[config.mk]
export PLATFORM = sky130hd
export DESIGN_NAME = proc_mode_ctrl
export DESIGN_NICKNAME = d
export VERILOG_FILES = /design/src/rtl/pmc_pkg.sv /design/src/rtl/pmc_evt_arb.sv /design/src/rtl/pmc_tl_ctr.sv /design/src/rtl/pmc_mode_next.sv /design/src/rtl/proc_mode_ctrl.sv
export SDC_FILE = /design/constraint.sdc
export NUM_CORES = 1
export LEC_CHECK = 0
export BUFFER_PORTS_ARGS = -buffer_cell sky130_fd_sc_hd__buf_2
export CAP_MARGIN = 20
export CORE_AREA = 5 5 42 44
export CTS_CLUSTER_SIZE = 16
export DETAILED_ROUTE_END_ITERATION = 12
export DIE_AREA = 0 0 47 49
export PLACE_DENSITY = 0.78
export SETUP_SLACK_MARGIN = 0.4
export SLEW_MARGIN = 20
export SYNTH_ARGS = -nofsm -noshare
export SYNTH_HDL_FRONTEND = slang
export SYNTH_SLANG_ARGS = --single-unit
[constraint.sdc]
create_clock -name clk -period 2.8 [get_ports clk]
set_input_delay 0.56 -clock clk [delete_from_list [all_inputs] [get_ports clk]]
set_output_delay 0.56 -clock clk [all_outputs]
set_load 0.01 [all_outputs]
[src/rtl/pmc_pkg.sv]
// Shared types for the operating-mode controller.
// Assumes: event codes are numbered so that a lower code is a higher priority.
package pmc_pkg;

    typedef enum logic [1:0] {
        MODE_EXEC  = 2'b00,
        MODE_RED   = 2'b01,
        MODE_ERR   = 2'b10,
        MODE_FATAL = 2'b11
    } mode_e;

    localparam int NUM_REQ = 9;
    localparam int EV_W    = $clog2(NUM_REQ + 1);

    typedef enum logic [EV_W-1:0] {
        EV_NONE  = 4'd0,
        EV_POR   = 4'd1,
        EV_XRST  = 4'd2,
        EV_FATAL = 4'd3,
        EV_WD2   = 4'd4,
        EV_SRST  = 4'd5,
        EV_WD1   = 4'd6,
        EV_TRAP  = 4'd7,
        EV_RET   = 4'd8,
        EV_REDW  = 4'd9
    } event_e;

    typedef enum logic [1:0] {
        TL_HOLD = 2'd0,
        TL_INC  = 2'd1,
        TL_DEC  = 2'd2,
        TL_LOAD = 2'd3
    } tl_op_e;

endpackage

[src/rtl/pmc_evt_arb.sv]
// Fixed-priority event selector.
// Input bit 0 is the highest priority. The output is the event code of the
// highest set bit, or EV_NONE when no bit is set. Purely combinational.
module pmc_evt_arb
    import pmc_pkg::*;
#(
    parameter int N = NUM_REQ
) (
    input  logic [N-1:0] req,
    output event_e       win
);

    // Scan from lowest to highest priority so the highest set bit wins last.
    always_comb begin
        win = EV_NONE;
        for (int i = N - 1; i >= 0; i--) begin
            if (req[i]) begin
                win = event_e'(EV_W'(i + 1));
            end
        end
    end

endmodule

[src/rtl/pmc_tl_ctr.sv]
// Trap-level counter with saturating increment, floored decrement and a load
// to MAXTL. Also flags the two thresholds that steer mode decisions.
// Assumes MAXTL >= 2.
module pmc_tl_ctr
    import pmc_pkg::*;
#(
    parameter int MAXTL = 5,
    parameter int TLW   = $clog2(MAXTL + 1)
) (
    input  logic           clk,
    input  logic           rst_n,
    input  tl_op_e         op,
    output logic [TLW-1:0] tl,
    output logic           at_max,
    output logic           at_lim
);

    localparam logic [TLW-1:0] TL_MAX = TLW'(MAXTL);
    localparam logic [TLW-1:0] TL_LIM = TLW'(MAXTL - 1);

    logic [TLW-1:0] tl_q;

    // Apply the requested counter operation each cycle.
    always_ff @(posedge clk) begin
        if (!rst_n) begin
            tl_q <= TL_MAX;
        end else begin
            unique case (op)
                TL_LOAD: tl_q <= TL_MAX;
                TL_INC:  tl_q <= (tl_q == TL_MAX) ? tl_q : tl_q + 1'b1;
                TL_DEC:  tl_q <= (tl_q == '0) ? tl_q : tl_q - 1'b1;
                default: tl_q <= tl_q;
            endcase
        end
    end

    // Threshold flags for the next-mode logic.
    always_comb begin
        tl     = tl_q;
        at_max = (tl_q == TL_MAX);
        at_lim = (tl_q == TL_LIM);
    end

endmodule

[src/rtl/pmc_mode_next.sv]
// Next-mode decision. From the current mode, the winning event and the
// trap-level thresholds it picks the next mode, the counter operation and
// whether a watchdog-reset request goes out with the next mode.
// Assumes at most one event code is presented (arbitration is done upstream).
module pmc_mode_next
    import pmc_pkg::*;
(
    input  mode_e  mode_q,
    input  event_e ev,
    input  logic   at_max,
    input  logic   at_lim,
    input  logic   ret_red,
    input  logic   stop_on_error,
    output mode_e  mode_d,
    output tl_op_e tl_op,
    output logic   wdr_d
);

    // Mode transition table.
    always_comb begin
        mode_d = mode_q;
        tl_op  = TL_HOLD;
        wdr_d  = 1'b0;
        if (ev == EV_POR) begin
            mode_d = MODE_RED;
            tl_op  = TL_LOAD;
        end else if (mode_q == MODE_FATAL) begin
            mode_d = MODE_FATAL;
        end else if (ev == EV_XRST) begin
            mode_d = MODE_RED;
            tl_op  = TL_INC;
        end else if (ev == EV_FATAL) begin
            mode_d = MODE_FATAL;
        end else if (mode_q == MODE_ERR) begin
            if (!stop_on_error) begin
                mode_d = MODE_RED;
                tl_op  = TL_INC;
                wdr_d  = 1'b1;
            end
        end else begin
            unique case (ev)
                EV_WD2: begin
                    mode_d = MODE_ERR;
                end
                EV_SRST: begin
                    mode_d = at_max ? MODE_ERR : MODE_RED;
                    tl_op  = TL_INC;
                end
                EV_WD1, EV_TRAP: begin
                    if (at_max) begin
                        mode_d = MODE_ERR;
                    end else if (at_lim) begin
                        mode_d = MODE_RED;
                    end
                    tl_op = TL_INC;
                end
                EV_RET: begin
                    tl_op = TL_DEC;
                    if (mode_q == MODE_RED && !ret_red) begin
                        mode_d = MODE_EXEC;
                    end
                end
                EV_REDW: begin
                    if (mode_q == MODE_EXEC) begin
                        mode_d = MODE_RED;
                    end
                end
                default: begin
                    mode_d = mode_q;
                end
            endcase
        end
    end

endmodule

[src/rtl/proc_mode_ctrl.sv]
// Processor operating-mode and trap-level controller (top).
// Arbitrates single-cycle event pulses, tracks the trap level and holds the
// mode register. Assumes events are one-cycle pulses and MAXTL >= 2.
module proc_mode_ctrl
    import pmc_pkg::*;
#(
    parameter int MAXTL = 5,
    localparam int TLW  = $clog2(MAXTL + 1)
) (
    input  logic           clk,
    input  logic           rst_n,
    input  logic           ev_por,
    input  logic           ev_ext_reset,
    input  logic           ev_fatal,
    input  logic           ev_wd_second,
    input  logic           ev_sw_reset,
    input  logic           ev_wd_first,
    input  logic           ev_trap,
    input  logic           ev_trap_return,
    input  logic           ret_red,
    input  logic           ev_red_write,
    input  logic           stop_on_error,
    output logic [1:0]     mode,
    output logic [TLW-1:0] trap_level,
    output logic           fatal_err,
    output logic           wdr_req
);

    logic [NUM_REQ-1:0] req;
    event_e             ev_win;
    mode_e              mode_q;
    mode_e              mode_d;
    tl_op_e             tl_op;
    logic               wdr_d;
    logic               wdr_q;
    logic               at_max;
    logic               at_lim;

    // Pack event pulses in priority order, bit 0 highest.
    always_comb begin
        req = {ev_red_write, ev_trap_return, ev_trap, ev_wd_first,
               ev_sw_reset, ev_wd_second, ev_fatal, ev_ext_reset, ev_por};
    end

    pmc_evt_arb #(.N(NUM_REQ)) arb_i (
        .req (req),
        .win (ev_win)
    );

    pmc_tl_ctr #(.MAXTL(MAXTL), .TLW(TLW)) tl_i (
        .clk    (clk),
        .rst_n  (rst_n),
        .op     (tl_op),
        .tl     (trap_level),
        .at_max (at_max),
        .at_lim (at_lim)
    );

    pmc_mode_next next_i (
        .mode_q        (mode_q),
        .ev            (ev_win),
        .at_max        (at_max),
        .at_lim        (at_lim),
        .ret_red       (ret_red),
        .stop_on_error (stop_on_error),
        .mode_d        (mode_d),
        .tl_op         (tl_op),
        .wdr_d         (wdr_d)
    );

    // Mode and watchdog-reset request registers.
    always_ff @(posedge clk) begin
        if (!rst_n) begin
            mode_q <= MODE_RED;
            wdr_q  <= 1'b0;
        end else begin
            mode_q <= mode_d;
            wdr_q  <= wdr_d;
        end
    end

    // Drive outputs from the registered state.
    always_comb begin
        mode      = mode_q;
        fatal_err = (mode_q == MODE_FATAL);
        wdr_req   = wdr_q;
    end

endmodule

# Word level (Yosys, flattened, before mapping)
# Cells that the tools add are included.
dict set report classes {
  addsub 2
  reduce_logical 15
  n_eq_ne 27
  mux 31
  bitwise 2
}
# operator count
set ops {}
lappend ops {{4-bit two-way mux} 9}
lappend ops {{2-bit two-way mux} 15}
lappend ops {{4-bit by 3-bit equality test with 1-bit output (second input constant)} 4}
lappend ops {{6-bit by 2-bit != test with 1-bit output (second input constant)} 2}
lappend ops {{2-bit one-hot mux with 5 select lines} 1}
lappend ops {{5-bit AND reduction} 2}
lappend ops {{3-bit one-hot mux with 3 select lines} 1}
lappend ops {{9-bit nonzero test} 1}
lappend ops {{2-bit equality test (second input constant)} 4}
lappend ops {{4-bit by 2-bit equality test with 1-bit output (second input constant)} 2}
lappend ops {{4-bit equality test (second input constant)} 2}
lappend ops {{7-bit by 3-bit != test with 1-bit output (second input constant)} 1}
lappend ops {{3-bit equality test (second input constant)} 2}
lappend ops {{3-bit two-way mux} 2}
lappend ops {{2-bit != test (second input constant)} 3}
lappend ops {{3-bit by 1-bit != test with 1-bit output (second input constant)} 2}
lappend ops {{6-bit nonzero test} 1}
lappend ops {{6-bit OR reduction} 1}
lappend ops {{5-bit by 3-bit != test with 1-bit output (second input constant)} 1}
lappend ops {{5-bit OR reduction} 1}
lappend ops {{2-bit by 1-bit equality test with 1-bit output (second input constant)} 2}
lappend ops {{4-bit by 1-bit equality test with 1-bit output (second input constant)} 1}
lappend ops {{4-bit by 2-bit != test with 1-bit output (second input constant)} 1}
lappend ops {{2-bit one-hot mux with 2 select lines} 1}
lappend ops {{other kinds (12)} 15}
dict set report totals {
  output_inout_bits 7
  in_bits 13
  regBits 6
}

# Longest topological paths before layout
# Gate-level depths: netlist of run 1.
dict set report logic_depth {
  depth_word 20
  depth_mapped 12
  depth_no_buf 12
}

# Cells and area by module
# A second synthesis of run 1 with hierarchy kept.
dict set report hier_totals {
  cells_unflattened 87
  area_unflattened_um2 680.7
}
# module seq_area_each_um2 instances cells_per_inst area_per_inst_um2
set by_module_without_submodules {}
lappend by_module_without_submodules {pmc_tl_ctr 60.1 1 29 277.8}
lappend by_module_without_submodules {pmc_mode_next 0.0 1 37 226.5}
lappend by_module_without_submodules {pmc_evt_arb 0.0 1 14 91.3}
lappend by_module_without_submodules {proc_mode_ctrl 60.1 1 7 85.1}

# Worst setup path before layout of run 1
# Ideal clock, no wire load.
dict set report synth_timing {
  path_type {in2reg}
  startpoint {in ev_trap}
  endpoint {reg tl_i.tl_q[2] (netlist: tl_i.tl[2])}
  n_path_buf 0
  slack_ns 0.372
  path_stages 11
  required_ns 2.678
  arrival_time_ns 2.307
  cell_sequence {nor4_1 o31ai_1 a21o_1 inv_1 ha_1 xor2_1 ha_1 mux2i_1 nand4b_1 o31ai_1 o21ai_0}
}
dict set report synth_via {
  elab_chain_len 18
  elab_cells_between_ends 29
  cone_classes {eq/ne (12); mux (14); reduce/logical (3)}
}
# element line_no
set synth_rtl {}
lappend synth_rtl {{from (decl)} proc_mode_ctrl.sv:18} ;# input logic ev_trap,
lappend synth_rtl {{4-bit two-way mux * (7 in series)} pmc_evt_arb.sv:17} ;# if (req[i]) begin
lappend synth_rtl {{4-bit by 3-bit equality test with 1-bit output} pmc_mode_next.sv:41} ;# unique case (ev)
lappend synth_rtl {{3-bit OR reduction (no line)} n/a}
lappend synth_rtl {{2-bit one-hot mux with 2 select lines} pmc_mode_next.sv:41}
lappend synth_rtl {{2-bit two-way mux} pmc_mode_next.sv:34} ;# end else if (mode_q == MODE_ERR) begin
lappend synth_rtl {{2-bit two-way mux} pmc_mode_next.sv:32} ;# end else if (ev == EV_FATAL) begin
lappend synth_rtl {{2-bit two-way mux} pmc_mode_next.sv:29} ;# end else if (ev == EV_XRST) begin
lappend synth_rtl {{2-bit two-way mux} pmc_mode_next.sv:27} ;# end else if (mode_q == MODE_FATAL) begin
lappend synth_rtl {{2-bit two-way mux *} pmc_mode_next.sv:24} ;# if (ev == EV_POR) begin
lappend synth_rtl {{2-bit equality test / 2-bit by 1-bit equality test with 1-bit output (equally long branches)} pmc_tl_ctr.sv:28} ;# unique case (op)
lappend synth_rtl {{2-bit != test (no line) / 3-bit nonzero test (equally long branches)} n/a}
lappend synth_rtl {{3-bit AND reduction (no line)} n/a}
lappend synth_rtl {{to (signal assigned)} pmc_tl_ctr.sv:30} ;# TL_INC: tl_q <= (tl_q == TL_MAX) ? tl_q : tl_q + 1'b1;
lappend synth_rtl {{to (signal assigned)} pmc_tl_ctr.sv:31} ;# TL_DEC: tl_q <= (tl_q == '0) ? tl_q : tl_q - 1'b1;
lappend synth_rtl {{to (signal assigned)} pmc_tl_ctr.sv:32} ;# default: tl_q <= tl_q;
lappend synth_rtl {{to (decl)} pmc_tl_ctr.sv:21} ;# logic [TLW-1:0] tl_q;
# Every way passes the cells marked *; elsewhere a longest branch is shown, timed or not.
# A chain may end at the register's enable or synchronous reset.

# Worst setup path after layout of run 1
dict set report layout_timing {
  startpoint {in ev_wd_first}
  endpoint {reg tl_i.tl_q[2] (netlist: tl_i.tl[2])}
}
dict set report layout_via {
  elab_chain_len 17
  elab_cells_between_ends 28
  cone_classes {eq/ne (12); mux (13); reduce/logical (3)}
}
# element line_no
set layout_rtl {}
lappend layout_rtl {{from (decl)} proc_mode_ctrl.sv:17} ;# input logic ev_wd_first,
lappend layout_rtl {{4-bit two-way mux * (6 in series)} pmc_evt_arb.sv:17}
lappend layout_rtl {{4-bit by 3-bit equality test with 1-bit output} pmc_mode_next.sv:41}
lappend layout_rtl {{3-bit OR reduction (no line)} n/a}
lappend layout_rtl {{2-bit one-hot mux with 2 select lines} pmc_mode_next.sv:41}
lappend layout_rtl {{2-bit two-way mux} pmc_mode_next.sv:34}
lappend layout_rtl {{2-bit two-way mux} pmc_mode_next.sv:32}
lappend layout_rtl {{2-bit two-way mux} pmc_mode_next.sv:29}
lappend layout_rtl {{2-bit two-way mux} pmc_mode_next.sv:27}
lappend layout_rtl {{2-bit two-way mux *} pmc_mode_next.sv:24}
lappend layout_rtl {{2-bit equality test / 2-bit by 1-bit equality test with 1-bit output (equally long branches)} pmc_tl_ctr.sv:28}
lappend layout_rtl {{2-bit != test (no line) / 3-bit nonzero test (equally long branches)} n/a}
lappend layout_rtl {{3-bit AND reduction (no line)} n/a}
# Marked as above.

==> impl_metrics.yaml, run 1 <==
global_routing:
  grt-ovfl-total: 0
  grt_pass1_vias: 578
  grt_max_degree: 9
  grt_pass1_wl_um: 2325
  grt_antenna_before_repair: 0
  track_usage_pct: 13.51
route:
  ant_nets: 0
  dr.pass1.iters: 4
  vias: 553
  vias_per_cell: 5.369
  wl_per_cell_um: 13.16
  drc: 0
  drt-total-wl_um: 1355
  drtIter0Drc: 12
worst_hold_path:
  holdPathStages: 2
  min_path_type: "input port to flip-flop"
floorplanning:
  num_rows: 14
  core_um2: 1401
  initial_utilization_pct: 37.68
  die_x_um: 47
  die_y_um: 49
  io_pins: 20
  die-area_um2: 2303
setup_path:
  cp_max_fo: 3
  worstSetupPathType: "input port to flip-flop"
  worst_r2r_path_depth: 11
  cp-end-kind: "flip-flop"
  cp.required_ns: 2.94
  cp-start-kind: "input port"
  worstPathArrival_ns: 2.41
logic_synthesis:
  syn_area_per_cell_um2: 8.250
  synth-simple-area-share_pct: 25.59
  synth-seq-cells: 6
  synthDistinctLibCells: 32
  synthCells: 64
  synth_compound_area_share_pct: 32.70
  synth_nets: 82
  yosysSeqAreaShare_pct: 22.75
  synth-adder-area-share_pct: 11.85
  yosys_warnings: 0
  synth_top_family_by_area: "compound AO/OA/AOI/OAI gates"
  syn-cell-area_um2: 528.0
  synth_mux_area_share_pct: 1.896
  synth_xor_area_share_pct: 1.659
power_and_ir_drop:
  p_comb_share_pct: 36.5
  power_density_nw_per_um2: 424.5
  switching_share_pct: 34.13
  seq_power_share_pct: 36.6
  ir_worst_vdd_mv: 0.1401
  p_clk_share_pct: 26.8
  p_leak_nw: 0.3269
  p_int_uw: 194.2
  power.switching_uw: 100.6
  finalPower_uw: 294.8
clock_network:
  path_clk_slew_ns: 0.05
  numCtsBuffers: 3
  cts_tree: "built"
  numClockSinks: 6
  htreeDepth: 1
  clockBufferDepth: 2
  root_buffer: "clkbuf_4"
  clock_latency_ns: 0.24
sta:
  setup_viol_count_final: 0
  clock_skew_ns: 0.008699
  layout_setup_ws_ns: 0.5262
  fmax_mhz: 439.8
  relSlewSlack_pct: 72.44
  rsz0062_at_grt: "no"
  hold_viol: 0
  final_max_slew_viol_count: 0
  tns_ns: 0
  worstMarginPinSlew_ns: 0.4096
  final.min_clock_period_ns: 2.274
  post-route-period-util_pct: 81.21
final_layout:
  n_fill_cell: 150
  final_util_pct: 49.55
  area_growth_pct: 31.52
  multi_input_area_um2: 410.4
  seq_area_um2: 120.1
  diodes: 0
  final_cells: 103
  fin_nets: 107
  drive_above_1_share_pct: 34.48
placed_design:
  place_ws_ns: 0.1139
  place_congestion: 0.8099
  dp.cells: 99
  dp_hpwl_um: 1114
  portBuffers: 19
outcome:
  outcome: "completed"
run:
  maxCapViolCount: 0
synthesized netlist by cell type:
library cell / instances / area share, %
o311a_1: 1 / 1.9
nor2_1: 7 / 5.0
a211o_1: 1 / 1.7
nand2_1: 3 / 2.1
a21oi_1: 4 / 3.8
or3b_1: 1 / 1.7
a41o_1: 1 / 1.9
dfxtp_1: 6 / 23
a21o_1: 1 / 1.4
xor2_1: 1 / 1.7
a31oi_4: 1 / 4.0
nand2b_1: 4 / 4.7
a31oi_1: 1 / 1.2
nor2b_1: 1 / 1.2
o31a_1: 1 / 1.7
nor3_1: 2 / 1.9
a21boi_1: 1 / 1.4
and2_1: 1 / 1.2
nand4b_1: 1 / 1.7
o211ai_1: 1 / 1.4
or3_1: 1 / 1.2
a32oi_1: 1 / 1.7
o21ai_0: 3 / 2.8
o31ai_1: 2 / 2.8
nor4_1: 2 / 2.4
o221ai_1: 1 / 1.7
o31ai_2: 1 / 2.4
o21ai_1: 1 / 0.95
ha_1: 5 / 12
nor2b_4: 1 / 2.6
mux2i_1: 1 / 1.9
inv_1: 5 / 3.6
worst paths after layout:
| path | startpoint | endpoint | slack, ns |
|---|---|---|---|
| max | ev_wd_first | tl_i.tl[2] | 0.53 |
| min | stop_on_error | wdr_req | 0.52 |
| max reg2reg | mode[1] | tl_i.tl[2] | 0.72 |
| min reg2reg | tl_i.tl[1] | tl_i.tl[1] | 0.54 |
layer usage:
layer,up-vias,global-route usage (%),routed length (um)
met2,16,23.08,682
met4,0,8.295,31
met3,4,2.583,53
met1,244,14.25,587
met5,-,0,0
li1,289,-,-
sequential cells by signal, summed over array words and instances (netlist names):
signal	count
wdr_req	1
mode	2
tl_i.tl	3
timing repair:
action | 4_1_cts | 5_1_grt
hold buffers | 0 | 0
setup buffers | 0 | 1
cloned | 0 | 0
pin swaps | 0 | 1
resized for setup | 1 | 4
hold endpoints to repair | 0 | 0
endpoints found under the setup margin | 1 | 1
stage by stage:
step | hold slack [ns] | instance area [um^2]
floorplan | 0.5474 | 534.3
global route | 0.5223 | 694.4
finish | 0.5216 | 694.4
CTS | 0.5154 | 680.7
detailed placement | 0.5446 | 649.4
global placement | 0.5469 | 649.4
cell families after synthesis:
kind of cell | after synthesis
AO/OA/AOI/OAI | 22
multiplexers | 1
AND/OR/NAND/NOR | 24
adder cells (fa/ha/maj) | 5
buffers and inverters | 5
XOR/XNOR | 1
flip-flops | 6
cell type report:
| cell class | count | area share, % |
|---|---|---|
| multi-input combinational | 53 | 59.10 |
| timing repair buffer | 20 | 14.77 |
| clock buffer | 3 | 3.243 |
| tap | 16 | 2.883 |
| inverter | 5 | 2.703 |
| sequential | 6 | 17.30 |
placed cells by master, fill, tap and decap left out, types with 2 or more instances in the layout:
cell type / n
a21oi_1: 4
buf_2: 19
clkbuf_4: 3
dfxtp_1: 6
ha_1: 4
inv_1: 4
nand2_1: 3
nand2b_1: 4
nor2_1: 7
nor3_1: 2
o21ai_0: 2
o21ai_1: 2
o31ai_1: 2
critical path, cell delays in order:
cell and delay, ns:
buf_2 0.12, nor4_4 0.32, o31ai_1 0.10, a21o_1 0.21
inv_2 0.07, ha_1 0.15, xor2_1 0.16, ha_2 0.20
mux2i_2 0.24, nand4b_1 0.13, o31ai_1 0.08, o21ai_1 0.07
power by group through the flow:
stage	Combinational, mW	Sequential (mW)	Clock [mW]
4_1_cts	0.104	0.108	0.0806
6_report	0.108	0.108	0.0791
3_5_place_dp	0.102	0.110	0
2_1_floorplan	0.0641	0.110	0
5_1_grt	0.119	0.110	0.0920
3_3_place_gp	0.0981	0.109	0
(Power assumes the default switching activity.)
==> run 2: changes to the inputs <==
==> constraint.sdc (replaced) <==
create_clock -name clk -period 2.11 [get_ports clk]
set_input_delay 0.422 -clock clk [delete_from_list [all_inputs] [get_ports clk]]
set_output_delay 0.422 -clock clk [all_outputs]
set_load 0.01 [all_outputs]
==> run 2 against run 1 <==
Non-clock buffer count up 19. Worst setup slack worse by 0.51 ns. Die area unchanged. Core utilization up 18 points. Cell count up 18%. Largest cell class unchanged. First-iteration DRC count up 17%. Cell area up 35%. Flip-flop and latch count unchanged. Hold slack worse by 0.12 ns. Sequential power up 34%. Clock skew down 0.0030 ns. Clock power up 35%.
==> impl_metrics.yaml, run 2 (synthesis results as in run 1) <==
route:
  vias_per_cell: 5.279
  wl_per_cell_um: 13.27
  drt-total-wl_um: 1619
  ant_nets: 0
  dr.pass1.iters: 4
  vias: 644
  drtIter0Drc: 14
  drc: 0
placed_design:
  portBuffers: 19
  dp_hpwl_um: 1215
  place_congestion: 0.8228
  dp.cells: 112
power_and_ir_drop:
  power.switching_uw: 157.3
  p_clk_share_pct: 23.2
  p_comb_share_pct: 45.5
  p_int_uw: 305.8
  switching_share_pct: 33.97
  seq_power_share_pct: 31.3
  power_density_nw_per_um2: 492.8
  ir_worst_vdd_mv: 0.3226
  p_leak_nw: 0.4283
floorplanning:
  num_rows: 14
  die_y_um: 49
  die-area_um2: 2303
  core_um2: 1401
  die_x_um: 47
  initial_utilization_pct: 37.68
  io_pins: 20
sta:
  holdWs_ns: 0.3975
  final_max_slew_viol_count: 0
  setup_viol_count_final: 0
  rsz0062_at_grt: "yes"
  post-route-period-util_pct: 99.39
  worstMarginPinSlew_ns: 0.4305
  clock_skew_ns: 0.005700
  final.min_clock_period_ns: 2.097
  relSlewSlack_pct: 71.04
  fmax_mhz: 476.8
  hold_viol: 0
setup_path:
  cp-start-kind: "input port"
  cp.required_ns: 2.24
  cp_max_fo: 4
  worstSetupPathType: "input port to flip-flop"
  worstPathArrival_ns: 2.23
  cp-end-kind: "flip-flop"
final_layout:
  final_util_pct: 67.05
  diodes: 0
  final_cells: 122
  drive_above_1_share_pct: 55.66
  n_fill_cell: 109
  fin_nets: 126
  area_growth_pct: 77.96
  final_common_cell: "buf_4"
  final_cell_mix: "buf_4, buf_2, nor2_1, dfxtp_1, ha_4"
  largest_register_ffs: 3
global_routing:
  grt-ovfl-total: 0
  grt_antenna_before_repair: 0
  grt_max_degree: 7
  grt_pass1_wl_um: 2594
  grt_pass1_vias: 629
  track_usage_pct: 15.50
clock_network:
  htreeDepth: 1
  numClockSinks: 6
  clock_latency_ns: 0.25
  path_clk_slew_ns: 0.04
  root_buffer: "clkbuf_4"
  clockBufferDepth: 2
  cts_tree: "built"
  numCtsBuffers: 3
run:
  maxCapViolCount: 0
outcome:
  outcome: "completed"
worst_hold_path:
  min_path_type: "input port to flip-flop"
run 2: changes by cell type in the layout (fill, tap and decap cells not counted), moves of 2 or more:
cell,change
ha_1,-4
ha_4,+5
buf_2,-2
buf_4,+19
run 2: critical path, cell delays in order:
cell and delay, ns:
buf_8 0.10, nor4_4 0.36, o31ai_2 0.09, a21o_1 0.19
inv_2 0.10, ha_4 0.15, xor2_2 0.18, ha_4 0.16
mux2i_2 0.21, nand4b_1 0.11, o31ai_1 0.08, o21ai_1 0.08
run 2: layer usage:
metal	wire length [um]	GRT usage, %	vias to the layer above
met4	31	8.295	0
met3	78	2.214	4
met5	0	0	-
met2	866	26.92	26
li1	-	-	325
met1	642	16.96	289
run 2: power groups by stage:
| stage | Combinational (mW) | Clock (mW) | Sequential [mW] |
|---|---|---|---|
| 2_1_floorplan | 0.0888 | 0 | 0.146 |
| 3_3_place_gp | 0.161 | 0 | 0.143 |
| 3_5_place_dp | 0.167 | 0 | 0.143 |
| 4_1_cts | 0.187 | 0.110 | 0.142 |
| 5_1_grt | 0.231 | 0.116 | 0.148 |
| 6_report | 0.211 | 0.107 | 0.145 |
run 2: per-stage QoR:
step / power (mW) / area [um^2] / worst slack [ns] / TNS, ns
3_5_place_dp: 0.3107 / 773.2 / -0.3016 / -0.6840
4_1_cts: 0.4385 / 885.9 / 0.04003 / 0
5_1_grt: 0.4946 / 939.7 / -0.1138 / -0.1347
2_1_floorplan: 0.2353 / 560.5 / -0.002212 / -0.004228
6_report: 0.4631 / 939.7 / 0.01284 / 0
3_3_place_gp: 0.3044 / 773.2 / -0.2454 / -0.4842
run 2: timing repair:
| action | 4_1_cts | 5_1_grt |
|---|---|---|
| endpoints found under the setup margin | 3 | 3 |
| resized for setup | 12 | 7 |
| hold buffers | 0 | 0 |
| cloned | 0 | 0 |
| pin swaps | 10 | 3 |
| setup buffers | 5 | 2 |
run 2: area by class of cell:
class / instances / area, um^2 / area share (%)
clock buffer: 3 / 22.52 / 2.397
inverter: 5 / 18.77 / 1.997
multi-input combinational: 53 / 496.7 / 52.86
sequential: 6 / 120.1 / 12.78
tap: 16 / 20.02 / 2.130
timing repair buffer: 39 / 261.5 / 27.83
run 2: final timing paths:
check        slack (ns)         end         from  cells after the start
max                0.01  tl_i.tl[2]  ev_wd_first                     12
min                0.40  tl_i.tl[0]        rst_n                      2
max reg2reg        0.12  tl_i.tl[2]      mode[1]                     11
min reg2reg        0.52     mode[1]      mode[1]                      2
